===== config.mk =====
export PLATFORM = sky130hd
export DESIGN_NAME = wide_neg_resp
export DESIGN_NICKNAME = d
export VERILOG_FILES = /design/src/rtl/wide_neg_pkg.sv /design/src/rtl/wn_decode.sv /design/src/rtl/wn_track.sv /design/src/rtl/wide_neg_resp.sv
export SDC_FILE = /design/constraint.sdc
export NUM_CORES = 1
export LEC_CHECK = 0
export CELL_PAD_IN_SITES_DETAIL_PLACEMENT = 1
export CELL_PAD_IN_SITES_GLOBAL_PLACEMENT = 2
export CORE_MARGIN = 5
export CORE_UTILIZATION = 22
export DETAILED_ROUTE_END_ITERATION = 12
export DONT_BUFFER_PORTS = 1
export PLACE_DENSITY_LB_ADDON = 0.1
export SYNTH_ARGS = -nofsm -noshare
export SYNTH_HDL_FRONTEND = slang
export SYNTH_SLANG_ARGS = --single-unit

===== constraint.sdc =====
create_clock -name clk -period 1.2 [get_ports clk]
set_input_delay 0.06 -clock clk [delete_from_list [all_inputs] [get_ports clk]]
set_output_delay 0.06 -clock clk [all_outputs]
set_load 0.1 [all_outputs]

===== src/rtl/wide_neg_pkg.sv =====
package wide_neg_pkg;

  typedef enum logic [1:0] {
    ST_IDLE = 2'd0,
    ST_DATA = 2'd1,
    ST_SKIP = 2'd2
  } neg_state_e;

  typedef enum logic [1:0] {
    TERM_NONE  = 2'b00,
    TERM_DONE  = 2'b01,
    TERM_RETRY = 2'b10,
    TERM_DISC  = 2'b11
  } term_e;

  function automatic logic cmd_is_mem(input logic [3:0] c);
    case (c)
      4'b0110, 4'b0111, 4'b1100, 4'b1110, 4'b1111: cmd_is_mem = 1'b1;
      default:                                      cmd_is_mem = 1'b0;
    endcase
  endfunction

endpackage


===== src/rtl/wn_decode.sv =====
module wn_decode #(
  parameter int ADDR_W = 32,
  parameter logic [ADDR_W-1:0] BASE_ADDR = 'h4000_0000,
  parameter logic [ADDR_W-1:0] REGION_BYTES = 'h0010_0000
) (
  input  logic [3:0]        cmd,
  input  logic [ADDR_W-1:0] ad,
  input  logic              req64_n,
  input  logic              claim_req,
  input  logic              region_wide,
  output logic              claim,
  output logic              wide
);
  import wide_neg_pkg::*;

  localparam logic [ADDR_W:0] LO_BOUND = {1'b0, BASE_ADDR};
  localparam logic [ADDR_W:0] HI_BOUND = {1'b0, BASE_ADDR} + {1'b0, REGION_BYTES};

  logic [ADDR_W:0] ad_ext;
  logic            in_range;
  logic            qword_ok;

  always_comb begin
    ad_ext   = {1'b0, ad};
    in_range = (ad_ext >= LO_BOUND) && (ad_ext < HI_BOUND);
    qword_ok = ~ad[2];
    claim    = claim_req & in_range;
    wide     = claim & ~req64_n & cmd_is_mem(cmd) & qword_ok & region_wide;
  end

endmodule


===== src/rtl/wn_track.sv =====
module wn_track (
  input  logic       clk,
  input  logic       rst,
  input  logic       frame_n,
  input  logic       irdy_n,
  input  logic       trdy_n,
  input  logic       stop_n,
  input  logic       req64_n,
  input  logic       claim,
  input  logic       wide,
  output logic       devsel_n,
  output logic       ack64_n,
  output logic       req64_seen,
  output logic       beat_lo,
  output logic       beat_hi,
  output logic       xact_end,
  output logic [1:0] term
);
  import wide_neg_pkg::*;

  neg_state_e st;
  term_e      term_q;
  logic       phase_done;
  logic       bus_idle;
  term_e      term_now;

  always_comb begin
    phase_done = ~irdy_n & (~trdy_n | ~stop_n);
    bus_idle   = frame_n & irdy_n;
    if (!stop_n && trdy_n)       term_now = TERM_RETRY;
    else if (!stop_n && !trdy_n) term_now = TERM_DISC;
    else                         term_now = TERM_DONE;
  end

  always_ff @(posedge clk) begin
    if (rst) begin
      st         <= ST_IDLE;
      devsel_n   <= 1'b1;
      ack64_n    <= 1'b1;
      req64_seen <= 1'b0;
      beat_lo    <= 1'b0;
      beat_hi    <= 1'b0;
      xact_end   <= 1'b0;
      term_q     <= TERM_NONE;
    end else begin
      beat_lo  <= 1'b0;
      beat_hi  <= 1'b0;
      xact_end <= 1'b0;
      case (st)
        ST_IDLE: begin
          if (!frame_n) begin
            req64_seen <= ~req64_n;
            if (claim) begin
              devsel_n <= 1'b0;
              ack64_n  <= ~wide;
              st       <= ST_DATA;
            end else begin
              st <= ST_SKIP;
            end
          end
        end
        ST_DATA: begin
          if (phase_done) begin
            beat_lo <= ~trdy_n;
            beat_hi <= ~trdy_n & ~ack64_n;
            if (frame_n) begin
              devsel_n   <= 1'b1;
              ack64_n    <= 1'b1;
              req64_seen <= 1'b0;
              xact_end   <= 1'b1;
              term_q     <= term_now;
              st         <= ST_IDLE;
            end
          end else if (bus_idle) begin
            devsel_n   <= 1'b1;
            ack64_n    <= 1'b1;
            req64_seen <= 1'b0;
            st         <= ST_IDLE;
          end
        end
        ST_SKIP: begin
          if (bus_idle) begin
            req64_seen <= 1'b0;
            st         <= ST_IDLE;
          end
        end
        default: st <= ST_IDLE;
      endcase
    end
  end

  assign term = term_q;

endmodule


===== src/rtl/wide_neg_resp.sv =====
module wide_neg_resp #(
  parameter int ADDR_W = 32,
  parameter logic [ADDR_W-1:0] BASE_ADDR = 'h4000_0000,
  parameter logic [ADDR_W-1:0] REGION_BYTES = 'h0010_0000
) (
  input  logic              clk,
  input  logic              rst,
  input  logic              frame_n,
  input  logic              irdy_n,
  input  logic              req64_n,
  input  logic [3:0]        cmd,
  input  logic [ADDR_W-1:0] ad,
  input  logic              claim_req,
  input  logic              region_wide,
  input  logic              trdy_n,
  input  logic              stop_n,
  output logic              devsel_n,
  output logic              ack64_n,
  output logic              beat_lo,
  output logic              beat_hi,
  output logic              xact_end,
  output logic [1:0]        term
);

  logic claim;
  logic wide;
  logic req64_seen;

  wn_decode #(
    .ADDR_W(ADDR_W),
    .BASE_ADDR(BASE_ADDR),
    .REGION_BYTES(REGION_BYTES)
  ) u_decode (
    .cmd(cmd),
    .ad(ad),
    .req64_n(req64_n),
    .claim_req(claim_req),
    .region_wide(region_wide),
    .claim(claim),
    .wide(wide)
  );

  wn_track u_track (
    .clk(clk),
    .rst(rst),
    .frame_n(frame_n),
    .irdy_n(irdy_n),
    .trdy_n(trdy_n),
    .stop_n(stop_n),
    .req64_n(req64_n),
    .claim(claim),
    .wide(wide),
    .devsel_n(devsel_n),
    .ack64_n(ack64_n),
    .req64_seen(req64_seen),
    .beat_lo(beat_lo),
    .beat_hi(beat_hi),
    .xact_end(xact_end),
    .term(term)
  );

endmodule


# == Word level (Yosys, flattened, before mapping) ==
# Cells that the tools add are included.
# word_totals
wordCells,69
reg_bits,9
# op_classes
n_bitwise,18
eq_ne,11
n_reduce_logical,12
magnitude_cmp,2
n_mux,19
# op_table
op,count
$ge 32x31->1 const B,1
$lt 32x31->1 const B,1
$mux 2,7
$eq 4x4->1 const B,3
$mux 1,9
$not 1->1,9
$and 1x1->1,8
$eq 4x3->1 const B,2
$pmux 2 s3,1
$reduce_and 5->1,1
$reduce_or 5->1,1
$ne 2x2->1 const B,2
$pmux 1 s2,2
$logic_and 1x1->1,3
$ne 3x1->1 const B,1
$ne 3x3->1 const B,1
$reduce_and 3->1,1
$reduce_or 3->1,1
$eq 2x1->1 const B,1
$eq 2x2->1 const B,1
$logic_not 1->1,2
$logic_not 2->1,1
$reduce_and 2->1,1
$reduce_bool 2->1,1
$or 1x1->1,1

# == Depth between registers and ports, before layout ==
# Gate-level depths: netlist of run 1.
# depth
ltp_word,11
mapped_depth,4

# == By module ==
# Synthesis of run 1 repeated with hierarchy kept, for this count alone.
# unflattened
cells_unflattened,65
area_unflattened_um2,579.3
# modules_own_cells
mod,cells_per_inst,area_each_um2,n_inst
wn_track,55,515.5,1
wn_decode,10,63.8,1

# == Worst setup path after synthesis of run 1 ==
# Ideal clock, no wire load.
# synth_path
path_type,reg-to-reg
start,reg u_track.ack64_n (netlist name)
end,reg u_track.ack64_n
slack_ns,-0.076
arrival_ns,1.216
stages_incl_launch_ff,2
path_cell_list,dfxtp_1 > o32a_2
# synth_rtl
item,line,source
to (signal assigned),wn_track.sv:55,ack64_n <= ~wide;
to (decl),wn_track.sv:12,"output logic ack64_n,"

# == Worst setup path in the final report of run 1 ==
# layout_path
start,reg u_track.st[1]
end,reg u_track.devsel_n
# layout_between
elab_chain_cells,3
elab_cells_between_ends,9
cone_classes,eq/ne (5); mux (1); reduce/logical (3)
# layout_rtl
item,line,source
from (decl),wn_track.sv:21,neg_state_e st;
from (signal assigned),wn_track.sv:37,st <= ST_IDLE;
from (signal assigned),wn_track.sv:56,st <= ST_DATA;
from (signal assigned),wn_track.sv:58,st <= ST_SKIP;
$eq 2x1->1 / $logic_not 2->1 (equally long branches),wn_track.sv:49,case (st)
"$ne 3x1->1 (no line), or another cell as far along",--,
$reduce_and 5->1 (no line),--,
to (signal assigned),wn_track.sv:54,devsel_n <= 1'b0;
to (signal assigned),wn_track.sv:67,devsel_n <= 1'b1;
to (signal assigned),wn_track.sv:75,devsel_n <= 1'b1;
to (decl),wn_track.sv:11,"output logic devsel_n,"
# Several ways; a longest one is shown, not always the timed one.
# A chain may end at the register's enable or synchronous reset.

==> impl_metrics.json, run 1 <==
{
  "synth_warnings": 0,
  "wl_per_cell_um": 15.21,
  "yosys_register_bits": 9,
  "synth-async-reset-ratio_pct": 0,
  "holdPathEnd": "u_track.ack64_n$_SDFFE_PP1P_",
  "maxSlewViolCount": 0,
  "crit_type": "reg2reg",
  "crit_buf_inv": 0,
  "dieArea_mm2": 0.002892,
  "antenna_left": 0,
  "drive_above_1_share_pct": 39.06,
  "finalInstanceArea_um2": 630.6,
  "place_inst": 81,
  "first_pass_iters": 1,
  "ctsRootBufferMaster": "clkbuf_4",
  "outcome": "complete, but fails checks",
  "ios": 52,
  "regArea_um2": 188.9,
  "critPathArrivalTime_ns": 1.44,
  "areaGrowthSynthToFinish_pct": 49.56,
  "syn-cell-area_um2": 421.7,
  "nNetsFinal": 110,
  "worst-path-max-fanout": 4,
  "cpMaxStageDelayCell": "dfxtp_2",
  "place_congestion": 0.6794,
  "start_util_pct": 23.65,
  "r2r_setup_slack_ns": -0.08,
  "gr-total-overflow": 0,
  "critPathRequiredTime_ns": 1.36,
  "synth-main-ff-cell": "dfxtp_1",
  "period_share_pct": 106.7,
  "powerDensity_mw_per_mm2": 942.5,
  "synth_cell_types": 26,
  "vias": 441,
  "synth_cells": 45,
  "finalNonFillerCells": 89,
  "ys_seq_area_share_pct": 42.73,
  "cts.sinks": 9,
  "antenna_found_initial": 0,
  "synth_common_cells": "dfxtp_1 (9), nor2_1 (5), inv_1 (3)",
  "power.leakage_nw": 0.2477,
  "worstSetupStartpointType": "flop",
  "num_antenna_cells": 0,
  "synth_top_area_share_pct": 42.73,
  "clkTransAtPathRegs_ns": 0.06,
  "path_cells": "and3b_1 > a22oi_2 > or2_1 > a221o_1",
  "fin_skew_ns": 0.004140,
  "hp-class": "in2reg",
  "synth.area.top_cells": "dfxtp_1 (43%), nor2_1 (4.5%), a22oi_1 (3.6%)",
  "setup_viol": 2,
  "worst_slack_ns": -0.08032,
  "cap_violations": 0,
  "min-delay-start": "region_wide",
  "r2r_end": "u_track.devsel_n$_SDFFE_PP1P_",
  "vdd_drop_max_uv": 346.7,
  "fillCellCount": 207,
  "port_buffers": 0,
  "synth_edf_count": 0,
  "hpwl_um": 1104,
  "avgSynthCellArea_um2": 9.370,
  "fp.coreArea_mm2": 0.001783,
  "slowest_delay_ns": 0.33,
  "hold_viol": 0,
  "grt_max_degree": 10,
  "routed_wl_um": 1354,
  "crit_cells": 4,
  "grt_pass1_vias": 450,
  "r2r-start": "u_track.st[1]$_SDFFE_PP0P_",
  "syn-num-nets": 90,
  "die_x_um": 53.78,
  "drt_iter0_markers": 0,
  "grt_pass1_wl_um": 1987,
  "failed_checks": "setup timing",
  "synth.most_common_cell": "dfxtp_1",
  "die_height_um": 53.78,
  "ctsHtreeMaxLevel": 1,
  "rr_worst_depth": 4,
  "critPathTopFamily": "simple AND/OR/NAND/NOR gates",
  "fin_tns_setup_ns": -0.08141,
  "cts_buffer_depth": 2,
  "rsz0062_at_grt": "true",
  "cp-end-kind": "flop",
  "dpl_cell_area_um2": 545.5,
  "cts_tree": "yes",
  "drc": 0,
  "track_usage_pct": 10.15,
  "hold_depth": 2,
  "synth_top_cell_by_area": "dfxtp_1",
  "worst_slew_pin_slew_ns": 0.3127,
  "power.total_mw": 0.5943,
  "viasPerCell": 4.955,
  "clk_latency_ns": 0.27,
  "finalCriticalPeriod_ns": 1.280,
  "multi_input_comb_area_um2": 242.7,
  "fmax_mhz": 781.1,
  "numCtsBuffers": 3,
  "max-slew-margin-rel_pct": 79.08,
  "core.rowCount": 15
}
==> power by group <==
group          switching [mW]  total (mW)  internal, mW
sequential            0.00191       0.301         0.299
clock                   0.114       0.242         0.129
combinational          0.0216      0.0509        0.0292
==> sequential cells by signal (all words and copies together) (netlist names) <==
signal,cells
u_track.beat_hi,1
u_track.ack64_n,1
u_track.term,2
u_track.devsel_n,1
u_track.xact_end,1
u_track.st,2
u_track.beat_lo,1
==> through the flow <==
| step | worst slack [ns] | hold slack (ns) | utilization, % |
|---|---|---|---|
| finish | -0.08032 | 0.001035 | 35.37 |
| floorplan | -0.03129 | 0.1457 | - |
| global route | -0.1236 | 0.006728 | 35.37 |
| CTS | -0.08050 | -0.1679 | 32.35 |
| global placement | -0.06201 | 0.1294 | 30.60 |
| detailed placement | -0.07830 | 0.1320 | 30.60 |
==> how the worst max path moves through the flow <==
stage	startpoint	to
after CTS	u_track.st[1]$_SDFFE_PP0P_	u_track.devsel_n$_SDFFE_PP1P_
after global placement	u_track.st[1]$_SDFFE_PP0P_	u_track.devsel_n$_SDFFE_PP1P_
final	u_track.st[1]$_SDFFE_PP0P_	u_track.devsel_n$_SDFFE_PP1P_
after detailed placement	u_track.st[1]$_SDFFE_PP0P_	u_track.term[0]$_SDFFE_PP0P_
after global routing	u_track.st[1]$_SDFFE_PP0P_	u_track.devsel_n$_SDFFE_PP1P_
after floorplan	u_track.devsel_n$_SDFFE_PP1P_	u_track.devsel_n$_SDFFE_PP1P_
==> repair_timing <==
item | 4_1_cts | 5_1_grt
resized for setup | 1 | 3
pin swaps | 2 | 2
endpoints found under the hold margin | 9 | 9
endpoints found under the setup margin | 4 | 4
gates cloned | 0 | 0
buffers inserted | 0 | 0
==> cell usage in the layout, fill, tap and decap left out <==
cell type	instances
a21oi_1	1
mux2i_1	1
nor4b_2	1
and3b_1	1
nor3b_4	1
o2111ai_1	1
clkbuf_4	3
dfxtp_1	4
inv_1	3
nand4_1	1
nand2_1	2
nor3_1	2
nand3b_1	1
dfxtp_4	1
a2bb2oi_1	1
nor4_2	1
clkbuf_1	1
a221o_1	1
nor2_1	5
dfxtp_2	4
a32oi_1	1
o211ai_1	1
a22oi_2	1
nor4_1	1
nor4b_1	1
or2_1	1
dlygate4sd3_1	4
buf_4	12
o32a_2	1
a22oi_1	1
nand2b_1	1
nor2b_1	2
nor3b_1	1
==> cell families after synthesis <==
| logic type | count (synthesis) | synth area share (%) |
|---|---|---|
| DFF | 9 | 42.73 |
| AOI/OAI and AO/OA | 9 | 17.80 |
| buffers and inverters | 4 | 3.560 |
| and+or+nand+nor | 22 | 33.53 |
| muxes | 1 | 2.374 |
==> worst register-to-register path, stage by stage (launching register included) <==
cell and delay, ns:
dfxtp_2 0.33, and3b_1 0.24, a22oi_2 0.08, or2_1 0.23
a221o_1 0.29
==> layer usage <==
layer	part of all wire, %	global-route usage [%]	up-vias
met5	0	0	-
met4	2.3	8.936	0
met3	13	3.878	3
met2	48	16.53	25
met1	36	9.950	207
li1	-	-	206
==> layout make-up <==
cell class | instances | share of cell area [%]
clock buffers | 4 | 4.167
inverters | 3 | 1.786
multi-input cells | 32 | 38.49
flip-flops and latches | 9 | 29.96
well taps | 25 | 4.960
repair buffers | 16 | 20.63
Note: power is estimated with default switching activity, not from simulation.
==> run 2: changes to the inputs <==
- CELL_PAD_IN_SITES_DETAIL_PLACEMENT: 1 -> default
- CELL_PAD_IN_SITES_GLOBAL_PLACEMENT: 2 -> default
- CORE_AREA: default -> 5 5 42 44
- CORE_MARGIN: 5 -> default
- CORE_UTILIZATION: 22 -> default
- DIE_AREA: default -> 0 0 47 49
- PLACE_DENSITY_LB_ADDON: 0.1 -> default
==> run 2 against run 1 <==
Design area down 4.0%. Global-route usage up 0.16 points. Largest power group unchanged. Hold slack worse by 0.14 ns. The flow finishes with violations (hold timing, setup timing). Critical endpoint unchanged. Critical path depth unchanged. Utilization up 7.8 points. Setup slack better by 0.018 ns.
==> impl_metrics.json, run 2 (same netlist as run 1, synthesis figures left out) <==
{
  "grt_pass1_vias": 417,
  "place_congestion": 0.7268,
  "worst-path-max-fanout": 3,
  "antenna_found_initial": 0,
  "vias": 426,
  "die_height_um": 49,
  "areaGrowthSynthToFinish_pct": 43.62,
  "critPathArrivalTime_ns": 1.42,
  "max-slew-margin-rel_pct": 80.45,
  "ios": 52,
  "first_pass_iters": 4,
  "viasPerCell": 5.462,
  "hp-class": "in2reg",
  "cap_violations": 0,
  "cts.sinks": 9,
  "hold_viol": 9,
  "timing.hold.ws_ns": -0.1427,
  "power.leakage_nw": 0.2409,
  "antenna_left": 0,
  "fp.coreArea_mm2": 0.001401,
  "die_x_um": 47,
  "worst_slew_pin_slew_ns": 0.2919,
  "grt_max_degree": 10,
  "numCtsBuffers": 3,
  "ctsRootBufferMaster": "clkbuf_4",
  "drc": 0,
  "num_antenna_cells": 0,
  "core.rowCount": 14,
  "cp-end-kind": "flop",
  "finalCriticalPeriod_ns": 1.262,
  "finalNonFillerCells": 78,
  "critPathRequiredTime_ns": 1.35,
  "dieArea_mm2": 0.002303,
  "worstSetupStartpointType": "flop",
  "drt_iter0_markers": 4,
  "clk_latency_ns": 0.26,
  "drive_above_1_share_pct": 45.16,
  "failed_checks": "hold timing, setup timing",
  "cts_buffer_depth": 2,
  "vdd_drop_max_uv": 576.5,
  "gr-total-overflow": 0,
  "maxSlewViolCount": 0,
  "outcome": "complete, but fails checks",
  "worst_slack_ns": -0.06241,
  "track_usage_pct": 10.31,
  "period_share_pct": 105.2,
  "cts_tree": "yes",
  "cts_setup_buffers": 0,
  "fmax_mhz": 792.1,
  "grt_pass1_wl_um": 1697,
  "clkTransAtPathRegs_ns": 0.06,
  "place_inst": 72,
  "layout_common_cells": "buf_4 (12), nor2_1 (5), dfxtp_2 (5)",
  "wl_per_cell_um": 13.51,
  "hpwl_um": 859.2,
  "final_common_cell": "buf_4",
  "place_worst_setup_slack_ns": -0.05545,
  "powerDensity_mw_per_mm2": 966.4,
  "crit_type": "reg2reg",
  "start_util_pct": 30.09,
  "port_buffers": 0,
  "fin_skew_ns": 0.004187,
  "setup_viol": 1,
  "rsz0062_at_grt": "true",
  "ctsHtreeMaxLevel": 1,
  "routed_wl_um": 1054,
  "nNetsFinal": 108,
  "hold_buffers": 2
}
==> run 2: final timing paths <==
kind	start	endpoint	slack, ns	depth (start not counted)
min reg2reg	u_track.ack64_n$_SDFFE_PP1P_	u_track.beat_hi$_SDFF_PP0_	0.42	1
min	rst	u_track.term[1]$_SDFFE_PP0P_	-0.14	1
max reg2reg	u_track.st[1]$_SDFFE_PP0P_	u_track.devsel_n$_SDFFE_PP1P_	-0.06	4
max	u_track.st[1]$_SDFFE_PP0P_	u_track.devsel_n$_SDFFE_PP1P_	-0.06	4
==> run 2: repair_timing <==
action                                 in CTS  in global routing
pin swaps                                   0                  1
endpoints found under the hold margin       9                  9
gates resized for setup                     1                  4
setup endpoints to repair                   5                  5
==> run 2: layout make-up <==
type	instances	area (um^2)
sequential	9	186.4
fill	142	795.8
clock buffer	4	26.28
inverter	3	11.26
multi-input combinational	32	251.5
tap	16	20.02
timing repair buffer	14	110.1
==> run 2: power by group <==
| group | switching [mW] | total, mW | leakage (nW) | internal, mW |
|---|---|---|---|---|
| registers | 0.00170 | 0.303 | 0.0741 | 0.301 |
| clock network | 0.111 | 0.239 | 0.0150 | 0.128 |
| logic | 0.0165 | 0.0427 | 0.152 | 0.0263 |
==> run 2: stage by stage <==
step	setup TNS [ns]	total power, mW	util (%)	cell area, um^2
after CTS	-0.1289	0.5914	41.88	586.8
final	-0.06241	0.5853	43.21	605.6
after detailed placement	-0.08923	0.3426	38.13	534.3
after global routing	-0.2667	0.6137	43.21	605.6
after global placement	-0.07655	0.3418	38.13	534.3
after floorplan	-0.03129	0.3362	-	427.9
==> run 2: metal layers <==
metal / share of wire [%] / wire length (um) / vias to the layer above / track usage, %
li1: - / - / 204 / -
met1: 34 / 363 / 202 / 11.53
met2: 53 / 554 / 18 / 14.03
met3: 12 / 131 / 2 / 7.749
met4: 0.38 / 4 / 0 / 5.069
met5: 0 / 0 / - / 0
==> run 2: worst max-delay path, stage by stage (launching register included) <==
cell     delay (ns)
dfxtp_2        0.33
and3b_2        0.24
a22oi_2        0.07
or2_1          0.23
a221o_1        0.29
==> run 3: changes to the inputs <==
- ABC_CLOCK_PERIOD_IN_PS: default -> 1200
- CTS_BUF_LIST: default -> sky130_fd_sc_hd__clkbuf_4 sky130_fd_sc_hd__clkbuf_8
==> run 3 against run 2 <==
The run still ends with hold timing, setup timing left. Hold slack improved by 0.00058 ns. Sequential share of layout area fell by 0.19 points. Power rose by 3.8%. Setup slack barely moved. Count of clock-buffer cells in the layout did not move. Non-clock buffer count did not move. Register-to-register slack barely moved. Utilization rose by 0.27 points. Design area rose by 0.62%. Via count did not move. Routed wire length barely moved. Global-route usage did not move. Critical endpoint unchanged. Largest cell class unchanged. Highest routed layer unchanged.
==> impl_metrics.json, run 3 (same netlist as run 1, synthesis figures left out) <==
{
  "port_buffers": 0,
  "core.rowCount": 14,
  "worst_slew_pin_slew_ns": 0.2919,
  "start_util_pct": 30.09,
  "worst-path-max-fanout": 3,
  "critPathRequiredTime_ns": 1.35,
  "first_pass_iters": 4,
  "hp-class": "in2reg",
  "clk_latency_ns": 0.26,
  "cts_tree": "yes",
  "period_share_pct": 105.2,
  "viasPerCell": 5.462,
  "hpwl_um": 859.2,
  "outcome": "complete, but fails checks",
  "gr-total-overflow": 0,
  "max-slew-margin-rel_pct": 80.45,
  "layout_common_cells": "buf_4 (12), nor2_1 (5), dfxtp_2 (5)",
  "timing.hold.ws_ns": -0.1421,
  "die_height_um": 49,
  "fmax_mhz": 792.1,
  "cp-end-kind": "flop",
  "hold_buffers": 2,
  "areaGrowthSynthToFinish_pct": 44.51,
  "antenna_left": 0,
  "cts_buffer_depth": 2,
  "hold_viol": 9,
  "cap_violations": 0,
  "fillCellCount": 142,
  "maxSlewViolCount": 0,
  "fin_skew_ns": 0.004749,
  "worstSetupStartpointType": "flop",
  "worst_slack_ns": -0.06241,
  "setup_viol": 1,
  "grt_pass1_wl_um": 1697,
  "cpMaxStageDelayCell": "dfxtp_2",
  "ctsRootBufferMaster": "clkbuf_4",
  "slowest_delay_ns": 0.33,
  "dpl_cell_area_um2": 534.3,
  "regArea_um2": 186.4,
  "multi_input_comb_area_um2": 251.5,
  "finalCriticalPeriod_ns": 1.262,
  "powerDensity_mw_per_mm2": 996.6,
  "track_usage_pct": 10.31,
  "rsz0062_at_grt": "true",
  "wl_per_cell_um": 13.50,
  "critPathArrivalTime_ns": 1.42,
  "drc": 0,
  "ios": 52,
  "path_cells": "and3b_2 > a22oi_2 > or2_1 > a221o_1",
  "num_antenna_cells": 0,
  "dieArea_mm2": 0.002303,
  "antenna_found_initial": 0,
  "vias": 426,
  "final_common_cell": "buf_4",
  "drive_above_1_share_pct": 46.77,
  "place_congestion": 0.7268,
  "cts.sinks": 9,
  "failed_checks": "hold timing, setup timing",
  "die_x_um": 47,
  "finalInstanceArea_um2": 609.3,
  "power.leakage_nw": 0.2443,
  "drt_iter0_markers": 4,
  "clkTransAtPathRegs_ns": 0.06,
  "numCtsBuffers": 3,
  "routed_wl_um": 1053,
  "crit_type": "reg2reg",
  "nNetsFinal": 108,
  "grt_max_degree": 10,
  "vdd_drop_max_uv": 575.7,
  "fin_tns_setup_ns": -0.06241,
  "grt_pass1_vias": 417,
  "fp.coreArea_mm2": 0.001401,
  "ctsHtreeMaxLevel": 1
}
[run 3: cell counts in the layout (fill, tap and decap cells not counted)]
Identical to the previous run, type by type.
[run 3: per-stage QoR]
stage | utilization, % | std cells | power [mW] | worst slack [ns] | hold slack (ns)
after floorplan | - | 45 | 0.3362 | -0.03129 | 0.1457
after CTS | 42.14 | 78 | 0.6144 | -0.05852 | -0.1545
after global routing | 43.48 | 78 | 0.6372 | -0.1081 | -0.1625
final | 43.48 | 78 | 0.6072 | -0.06241 | -0.1421
after global placement | 38.13 | 72 | 0.3418 | -0.04563 | 0.1280
after detailed placement | 38.13 | 72 | 0.3426 | -0.05545 | 0.1294
[run 3: power breakdown]
group | switching (mW) | internal (mW)
Sequential | 0.00170 | 0.301
Combinational | 0.0164 | 0.0263
Clock | 0.111 | 0.151
Total | 0.129 | 0.479
[run 3: path summary, 6_finish.rpt]
kind / depth (start not counted) / startpoint / slack (ns) / endpoint
worst max register to register: 4 / u_track.st[1]$_SDFFE_PP0P_ / -0.06 / u_track.devsel_n$_SDFFE_PP1P_
worst max-delay path: 4 / u_track.st[1]$_SDFFE_PP0P_ / -0.06 / u_track.devsel_n$_SDFFE_PP1P_
worst min register to register: 1 / u_track.ack64_n$_SDFFE_PP1P_ / 0.42 / u_track.beat_hi$_SDFF_PP0_
worst min-delay path: 1 / rst / -0.14 / u_track.term[1]$_SDFFE_PP0P_
[run 3: routing by layer]
| layer | part of all wire [%] | global-route usage [%] | up-vias |
|---|---|---|---|
| met3 | 12 | 7.749 | 2 |
| met5 | 0 | 0 | - |
| met1 | 34 | 11.53 | 202 |
| li1 | - | - | 204 |
| met2 | 53 | 14.03 | 18 |
| met4 | 0.38 | 5.069 | 0 |
[run 3: worst max-delay path, delay by kind of cell, from the launching register on]
kind	cells	cell delay, ns
compound gates	2	0.36
simple gates	2	0.47
flops	1	0.33
[run 3: cell type report]
class | count | area share [%]
tap | 16 | 3.285
timing repair buffer | 14 | 18.07
clock buffer | 4 | 4.928
sequential | 9 | 30.60
inverter | 3 | 1.848
multi-input combinational | 32 | 41.27
[run 3: what timing repair did]
action | 4_1_cts | 5_1_grt
hold endpoints to repair | 9 | 9
gates resized for setup | 1 | 4
pin swaps | 0 | 1
setup endpoints to repair | 5 | 5
setup buffers | 0 | 0
